<file path="src/rtl/byte_alu_pkg.sv">
package byte_alu_pkg;

    typedef enum logic [4:0] {
        OP_ADD  = 5'd4,
        OP_SUB  = 5'd5,
        OP_ADDI = 5'd6,
        OP_AND  = 5'd7,
        OP_OR   = 5'd8,
        OP_XOR  = 5'd9,
        OP_SHL  = 5'd10,
        OP_SHR  = 5'd11,
        OP_SRA  = 5'd12,
        OP_ROT  = 5'd13,
        OP_CLT  = 5'd22,
        OP_CEQ  = 5'd23
    } alu_op_e;

endpackage

</file>
<file path="src/rtl/alu_arith_unit.sv">
module alu_arith_unit #(
    parameter int W = 8
) (
    input  logic [W-1:0] a,
    input  logic [W-1:0] b,
    output logic [W-1:0] sum,
    output logic [W-1:0] diff,
    output logic         lt,
    output logic         eq
);
    always_comb begin
        sum  = a + b;
        diff = a - b;
        lt   = (a < b);
        eq   = (a == b);
    end
endmodule

</file>
<file path="src/rtl/alu_logic_unit.sv">
module alu_logic_unit #(
    parameter int W = 8
) (
    input  logic [W-1:0] a,
    input  logic [W-1:0] b,
    output logic [W-1:0] and_o,
    output logic [W-1:0] or_o,
    output logic [W-1:0] xor_o
);
    always_comb begin
        and_o = a & b;
        or_o  = a | b;
        xor_o = a ^ b;
    end
endmodule

</file>
<file path="src/rtl/alu_shift_unit.sv">
module alu_shift_unit #(
    parameter int W = 8
) (
    input  logic [W-1:0] a,
    input  logic [W-1:0] b,
    output logic [W-1:0] shl_o,
    output logic [W-1:0] shr_o,
    output logic [W-1:0] sra_o,
    output logic [W-1:0] rot_o
);
    localparam int CW = $clog2(W);
    localparam logic [W-1:0] LIMIT = W[W-1:0];

    logic          wide;
    logic [CW-1:0] cnt;
    logic [W-1:0]  over;
    logic [CW-1:0] lamt;
    logic [CW-1:0] ramt;
    logic [2*W-1:0] dbl;

    always_comb begin
        wide = (b >= LIMIT);
        cnt  = b[CW-1:0];
        shl_o = wide ? '0 : (a << cnt);
        shr_o = wide ? '0 : (a >> cnt);
        sra_o = wide ? {W{a[W-1]}} : W'($signed(a) >>> cnt);
        // direction chosen by amount: up to W turns right, above W turns left
        over = b - LIMIT;
        lamt = over[CW-1:0];
        ramt = (b <= LIMIT) ? cnt : (CW'(0) - lamt);
        dbl  = {a, a} >> ramt;
        rot_o = dbl[W-1:0];
    end
endmodule

</file>
<file path="src/rtl/byte_alu.sv">
module byte_alu
    import byte_alu_pkg::*;
#(
    parameter int W   = 8,
    parameter int OPW = 5
) (
    input  logic           clk,
    input  logic           rst_n,
    input  logic           req_valid,
    input  logic [OPW-1:0] req_op,
    input  logic [W-1:0]   opnd_a,
    input  logic [W-1:0]   opnd_b,
    output logic           res_valid,
    output logic [W-1:0]   res_data
);
    localparam logic [W-1:0] LIMIT = W[W-1:0];

    typedef struct packed {
        logic         vld;
        logic [W-1:0] data;
    } state_t;

    state_t st_d, st_q;

    logic [W-1:0] sum_w, diff_w, and_w, or_w, xor_w;
    logic [W-1:0] shl_w, shr_w, sra_w, rot_w;
    logic         lt_w, eq_w;

    alu_arith_unit #(.W(W)) u_arith (
        .a(opnd_a), .b(opnd_b), .sum(sum_w), .diff(diff_w), .lt(lt_w), .eq(eq_w)
    );

    alu_logic_unit #(.W(W)) u_logic (
        .a(opnd_a), .b(opnd_b), .and_o(and_w), .or_o(or_w), .xor_o(xor_w)
    );

    alu_shift_unit #(.W(W)) u_shift (
        .a(opnd_a), .b(opnd_b), .shl_o(shl_w), .shr_o(shr_w),
        .sra_o(sra_w), .rot_o(rot_w)
    );

    logic [W-1:0] pick_w;

    always_comb begin
        case (req_op)
            OP_ADD, OP_ADDI: pick_w = sum_w;
            OP_SUB:          pick_w = diff_w;
            OP_AND:          pick_w = and_w;
            OP_OR:           pick_w = or_w;
            OP_XOR:          pick_w = xor_w;
            OP_SHL:          pick_w = shl_w;
            OP_SHR:          pick_w = shr_w;
            OP_SRA:          pick_w = sra_w;
            OP_ROT:          pick_w = rot_w;
            OP_CLT:          pick_w = W'(lt_w);
            OP_CEQ:          pick_w = W'(eq_w);
            default:         pick_w = '0;
        endcase
    end

    always_comb begin
        st_d     = st_q;
        st_d.vld = req_valid;
        if (req_valid) begin
            st_d.data = pick_w;
        end
    end

    always_ff @(posedge clk or negedge rst_n) begin
        if (!rst_n) begin
            st_q <= '0;
        end else begin
            st_q <= st_d;
        end
    end

    assign res_valid = st_q.vld;
    assign res_data  = st_q.data;

    // adder and subtractor agree with each other
    p_add_inverse_r2: assert property (@(posedge clk) disable iff (!rst_n)
        (sum_w - opnd_b) == opnd_a);
    p_sub_inverse_r3: assert property (@(posedge clk) disable iff (!rst_n)
        (diff_w + opnd_b) == opnd_a);
    p_shl_wide_zero_r5: assert property (@(posedge clk) disable iff (!rst_n)
        (opnd_b >= LIMIT) |-> (shl_w == '0 && shr_w == '0));
    p_sra_wide_fill_r6: assert property (@(posedge clk) disable iff (!rst_n)
        (opnd_b >= LIMIT) |-> (sra_w == {W{opnd_a[W-1]}}));
    p_rot_full_turn_r7: assert property (@(posedge clk) disable iff (!rst_n)
        (opnd_b == LIMIT) |-> (rot_w == opnd_a));
    p_cmp_exclusive_r8: assert property (@(posedge clk) disable iff (!rst_n)
        $onehot0({lt_w, eq_w}));
    p_cmp_bool_r9: assert property (@(posedge clk) disable iff (!rst_n)
        (req_valid && (req_op == OP_CLT || req_op == OP_CEQ)) |=> (res_data <= W'(1)));
    p_valid_follows_r10: assert property (@(posedge clk) disable iff (!rst_n)
        req_valid |=> res_valid);
    p_valid_drops_r10: assert property (@(posedge clk) disable iff (!rst_n)
        !req_valid |=> !res_valid);
    p_idle_hold_r11: assert property (@(posedge clk) disable iff (!rst_n)
        !req_valid |=> $stable(res_data));

endmodule

</file>
<file path="config.mk">
export PLATFORM = sky130hd
export DESIGN_NAME = byte_alu
export DESIGN_NICKNAME = d
export VERILOG_FILES = /design/src/rtl/byte_alu_pkg.sv /design/src/rtl/alu_arith_unit.sv /design/src/rtl/alu_logic_unit.sv /design/src/rtl/alu_shift_unit.sv /design/src/rtl/byte_alu.sv
export SDC_FILE = /design/constraint.sdc
export NUM_CORES = 1
export LEC_CHECK = 0
export BUFFER_PORTS_ARGS = -buffer_cell sky130_fd_sc_hd__buf_2
export CAP_MARGIN = 30
export CORE_MARGIN = 2
export CORE_UTILIZATION = 30
export DETAILED_ROUTE_END_ITERATION = 8
export GPL_ROUTABILITY_DRIVEN = 0
export PLACE_DENSITY = 0.56
export SYNTH_ARGS = -nofsm -noshare
export SYNTH_HDL_FRONTEND = slang
export SYNTH_SLANG_ARGS = --single-unit
</file>
<file path="constraint.sdc">
create_clock -name clk -period 1.7 [get_ports clk]
set_input_delay 0 -clock clk [delete_from_list [all_inputs] [get_ports clk]]
set_output_delay 0 -clock clk [all_outputs]
set_load 0.03 [all_outputs]
</file>
## Yosys cells after proc, flatten, opt, wreduce, memory -nomap -nowiden

Index checks and enable logic that the tools add are counted.

- Register bits: 9
- Bits of input ports: 24
- Word-level logic and storage cells: 35
- Output and inout bits: 9

- $lt $le $gt $ge: 3
- Reductions and logical operators: 1
- Eq/ne operators: 13
- Add/subtract/negate cells: 4
- Shift operators: 4
- Bitwise operators: 3
- Multiplexer cells: 5

Operator list:

| kind | count |
|---|---|
| case mux 8 bit (11 select lines) | 1 |
| equality test 5 x 4 -> 1 bit (second input constant) | 6 |
| 2-to-1 mux 8 bit | 3 |
| equality test 5 x 3 -> 1 bit (second input constant) | 4 |
| right shift 16 x 3 -> 8 bit | 1 |
| equality test 5 bit (second input constant) | 2 |
| adder 8 bit | 1 |
| AND 8 bit | 1 |
| equality test 8 bit | 1 |
| >= comparator 8 x 4 -> 1 bit (second input constant) | 1 |
| less-or-equal comparator 8 x 4 -> 1 bit (second input constant) | 1 |
| less-than comparator 8 bit | 1 |
| bitwise OR 8 bit | 1 |
| left shift 8 x 3 -> 8 bit | 1 |
| right shift 8 x 3 -> 8 bit | 1 |
| >>> shifter 8 x 3 -> 8 bit | 1 |
| subtractor 8 bit | 1 |
| XOR 8 bit | 1 |
| 2-to-1 mux 3 bit | 1 |
| subtractor 1 x 3 -> 3 bit (first input constant) | 1 |
| subtractor 3 x 1 -> 3 bit (second input constant) | 1 |
| OR reduction 2 bit | 1 |

## Depth between registers and ports, before layout

- Word-level depth: 5
- Mapped depth: 10
- Depth with buffers taken out: 10

## Cells and area by module

From an unflattened synthesis, not the netlist that was laid out.

- Cells, all modules: 362
- Area total of the unflattened synthesis: 2,861.5 sq um

Modules (own cells, without submodules):

| module | times used | cells an instance | seq. area each (sq um) | area an instance (sq um) |
|---|---|---|---|---|
| byte_alu | 1 | 116 | 225.2 | 1,024.7 |
| alu_shift_unit | 1 | 119 | 0.0 | 893.4 |
| alu_arith_unit | 1 | 87 | 0.0 | 653.1 |
| alu_logic_unit | 1 | 40 | 0.0 | 290.3 |

## Worst setup path before layout

No wires, ideal clock.

- Kind: in2reg
- Start point: input opnd_b[2]
- End point: register st_q (netlist bit res_data[4])
- Setup slack: -0.845 ns
- Cell stages on the path: 10
- Setup time: 0.126 ns
- Arrival: 2.419 ns
- Buffers on the path: 2
- Data required time: 1.574 ns
- Cell sequence: clkbuf_1 > inv_1 > ha_1 > clkbuf_1 > a21o_1 > a21oi_1 > xnor2_1 > a211o_1 > or4b_1 > a221o_1

- Word-level cells in the longest chain between the ends: 5
- Elaborated cells between the ends (all ways): 15
- Classes of those cells: add/sub (4); order compare (2); shift (4); mux (5)

Ends and longest elaborated chain:

| item | RTL line | source |
|---|---|---|
| from (decl) | byte_alu.sv:12 | `input logic [W-1:0] opnd_b,` |
| subtractor 3 x 1 -> 3 bit | alu_shift_unit.sv:28 | `over = b - LIMIT;` |
| subtractor 1 x 3 -> 3 bit | alu_shift_unit.sv:30 | `ramt = (b <= LIMIT) ? cnt : (CW'(0) - lamt);` |
| 2-to-1 mux 3 bit | alu_shift_unit.sv:30 |  |
| right shift 16 x 3 -> 8 bit | alu_shift_unit.sv:31 | `dbl = {a, a} >> ramt;` |
| case mux 8 bit (11 select lines) * | byte_alu.sv:45 | `case (req_op)` |
| to (signal assigned) | byte_alu.sv:73 | `st_q <= st_d;` |
| to (decl) | byte_alu.sv:23 | `state_t st_d, st_q;` |

Every way passes the cells marked *; elsewhere a longest branch is shown, timed or not.
A chain may end at the register's enable or synchronous reset.

## Worst setup path in the final report

- Start point: input opnd_b[4]
- End point: register st_q (netlist bit res_data[4])

- Word-level cells in the longest chain between the ends: 4
- Elaborated cells between the ends (all ways): 13
- Classes of those cells: add/sub (2); order compare (2); shift (1); mux (5); bitwise (3)

Ends and longest elaborated chain:

| item | RTL line |
|---|---|
| less-or-equal comparator 8 x 4 -> 1 bit | alu_shift_unit.sv:30 |
| 2-to-1 mux 3 bit | alu_shift_unit.sv:30 |
| right shift 16 x 3 -> 8 bit | alu_shift_unit.sv:31 |
| case mux 8 bit (11 select lines) * | byte_alu.sv:45 |

Marks and branches as above.

==> impl_metrics.json <==
{
  "routed_wl_mm": 11.9,
  "wire_per_inst_um": 18.4,
  "die_h_um": 101,
  "max-clock-path-buffers": 2,
  "nets": 592,
  "grt_overflow_total": 0,
  "tightest_slew_ns": 0.577,
  "cts_tree": "yes",
  "grt_pass1_vias": 3681,
  "worst_slack_ns": -0.327,
  "rr_startpoint": "res_data[7]",
  "finalCritPeriodShare": 1.19,
  "diodes": 0,
  "rows": 35,
  "die-area_um2": 10200,
  "slew_headroom": 0.605,
  "fillerInstances": 922,
  "layout_common_cells": "buf_4 (145), nand2_1 (37), buf_2 (27)",
  "wl_met3_um": 839,
  "rsz0062_at_grt": "true",
  "yosysSeqAreaShare": 0.0795,
  "ir_worst_vdd_mv": 0.200,
  "max_clock_freq_ghz": 0.493,
  "synth_fp_nets": 429,
  "drive_gt1_frac": 0.462,
  "area_delta_synth_final_pct": 62.0,
  "synth_top_area_share": 0.124,
  "seq_area_um2": 225,
  "htree_levels": 1,
  "fin_cells": 648,
  "syn_area_um2": 2830,
  "post-synth-top-area-cell": "ha_1",
  "die_x_um": 101,
  "synth_area_leaders": "ha_1 (12%), mux2i_1 (8.1%), dfrtp_1 (8.0%)",
  "critPathKind": "in -> reg",
  "grt_max_degree": 24,
  "regToRegEndpoint": "res_data[7]",
  "first_pass_iters": 5,
  "num_vias": 3685,
  "core-area_um2": 9200,
  "io_pins": 33,
  "async_flop_share": 1.00,
  "hold_ws_ns": 0.159,
  "r2r_cells": 4,
  "cp_max_fo": 4,
  "wl_met1_mm": 4.92,
  "ys_ff_latch": 9,
  "worstPathArrival_ns": 2.14,
  "io_buffers": 32,
  "synth_cells": 375,
  "synth_warnings": 0,
  "wl_met2_mm": 5.58,
  "final_hold_viol_count": 0,
  "setup_viol": 8,
  "ff2ff_setup_slack_ns": 0.26,
  "postSynthAreaPerCell_um2": 7.55,
  "cts_root_buffer": "clkbuf_8",
  "maxSlewViolCount": 0,
  "dp.cells": 631,
  "finalClockSkew_ns": 0,
  "synth_ff_type": "dfrtp_1",
  "powerDensity_nw_per_um2": 356,
  "status": "finished with violations",
  "drt_iter0_drc": 231,
  "cp-end-kind": "flop",
  "dr.max_layer_used": "met4",
  "antenna_found_initial": 0,
  "clock_latency_ns": 0.23,
  "cts.sinks": 9,
  "drv_cap": 0,
  "grt_usage": 0.237,
  "ys_types": 65,
  "hold_path.class": "in -> async",
  "required_ns": 1.82,
  "drc": 0,
  "hpwlAfterDp_mm": 9.81,
  "ant_nets": 0,
  "layout_commonest_cell": "buf_4",
  "start_kind": "input port",
  "grt_pass1_wl_mm": 18.9,
  "numCtsBuffers": 3,
  "multi_input_area_um2": 2700,
  "initial_utilization": 0.308,
  "fin_crit_ns": 2.03,
  "synth_enable_flop_cells": 0,
  "vias_per_cell": 5.69,
  "violations": "negative setup slack",
  "leakage_nw": 2.12,
  "path_clk_slew_ns": 0.05
}
==> sequential cells by signal (all words and copies together), names as in the netlist <==
register   flops
res_valid      1
res_data       8
==> layout make-up <==
class,instances,share of cell area
clock buffers,4,0.00982
inverters,24,0.0218
multi-input cells,314,0.588
flip-flops and latches,9,0.0491
well taps,111,0.0303
repair buffers,186,0.301
==> per-stage QoR <==
stage | power, mW | worst slack, ns | cell area (µm²) | TNS, ns | util
after floorplan | 0.791 | -0.425 | 3020 | -1.14 | -
after global placement | 1.22 | -0.598 | 4160 | -3.78 | 0.453
after detailed placement | 1.24 | -0.628 | 4160 | -4.00 | 0.453
after CTS | 1.61 | -0.304 | 4540 | -1.10 | 0.494
after global routing | 1.73 | -0.379 | 4590 | -1.89 | 0.499
final | 1.63 | -0.327 | 4590 | -1.58 | 0.499
==> worst max-delay path, stage by stage <==
cell,delay (ns)
buf_8,0.10
or4_4,0.58
a21oi_4,0.26
mux2i_2,0.30
a211oi_1,0.11
or4b_1,0.51
a221o_1,0.29
==> repair_timing <==
action | CTS | global route
resized for setup | 55 | 5
gates cloned | 0 | 0
endpoints found under the setup margin | 8 | 8
hold buffers | 2 | 0
setup buffers | 10 | 2
endpoints found under the hold margin | 10 | 0
pin swaps | 24 | 5
==> power by group <==
| group | total (mW) | switching (mW) | internal, mW |
|---|---|---|---|
| Combinational | 1.15 | 0.585 | 0.564 |
| Clock | 0.252 | 0.0887 | 0.164 |
| Sequential | 0.230 | 0.00515 | 0.225 |
| Total | 1.63 | 0.678 | 0.953 |
==> cell usage after synthesis, types with 5 or more instances <==
cell and instances:
nand2_1 37, ha_1 28, inv_1 24, mux2i_1 23, clkbuf_1 21, nor2_1 21
a21oi_1 19, nand2b_1 11, o211ai_1 10, a211oi_1 9, dfrtp_1 9, nand3_1 8
nor2b_1 8, o21ai_0 8, a211o_1 7, o2bb2ai_1 7, a21o_1 6, a221o_1 6
and2_1 6, nor3_1 6, nor4_1 6, mux2_2 5, mux4_2 5, nand4_1 5
==> per-layer routing <==
metal | global-route usage | vias up
li1 | - | 1747
met1 | 0.301 | 1728
met2 | 0.404 | 165
met3 | 0.0359 | 45
met4 | 0.0946 | 0
met5 | 0 | -
==> kinds of logic after synthesis <==
| kind of cell | after synthesis | share of synthesized area |
|---|---|---|
| simple gates | 128 | 0.237 |
| buf+inv | 52 | 0.0716 |
| compound gates | 117 | 0.315 |
| xor+xnor | 6 | 0.0186 |
| flops | 9 | 0.0795 |
| fa+ha+maj | 30 | 0.138 |
| mux | 33 | 0.141 |
==> how the worst max path moves through the flow <==
stage	slack (ns)	end	from	depth (start not counted)
floorplan	-0.43	res_data[4]	opnd_b[6]	7
detailed placement	-0.63	res_data[4]	opnd_b[0]	9
CTS	-0.30	res_data[4]	opnd_b[4]	7
finish	-0.33	res_data[4]	opnd_b[4]	7
global placement	-0.60	res_data[4]	opnd_a[0]	9
global route	-0.38	res_data[4]	opnd_b[4]	7
Note: power is estimated with default switching activity, not from simulation.
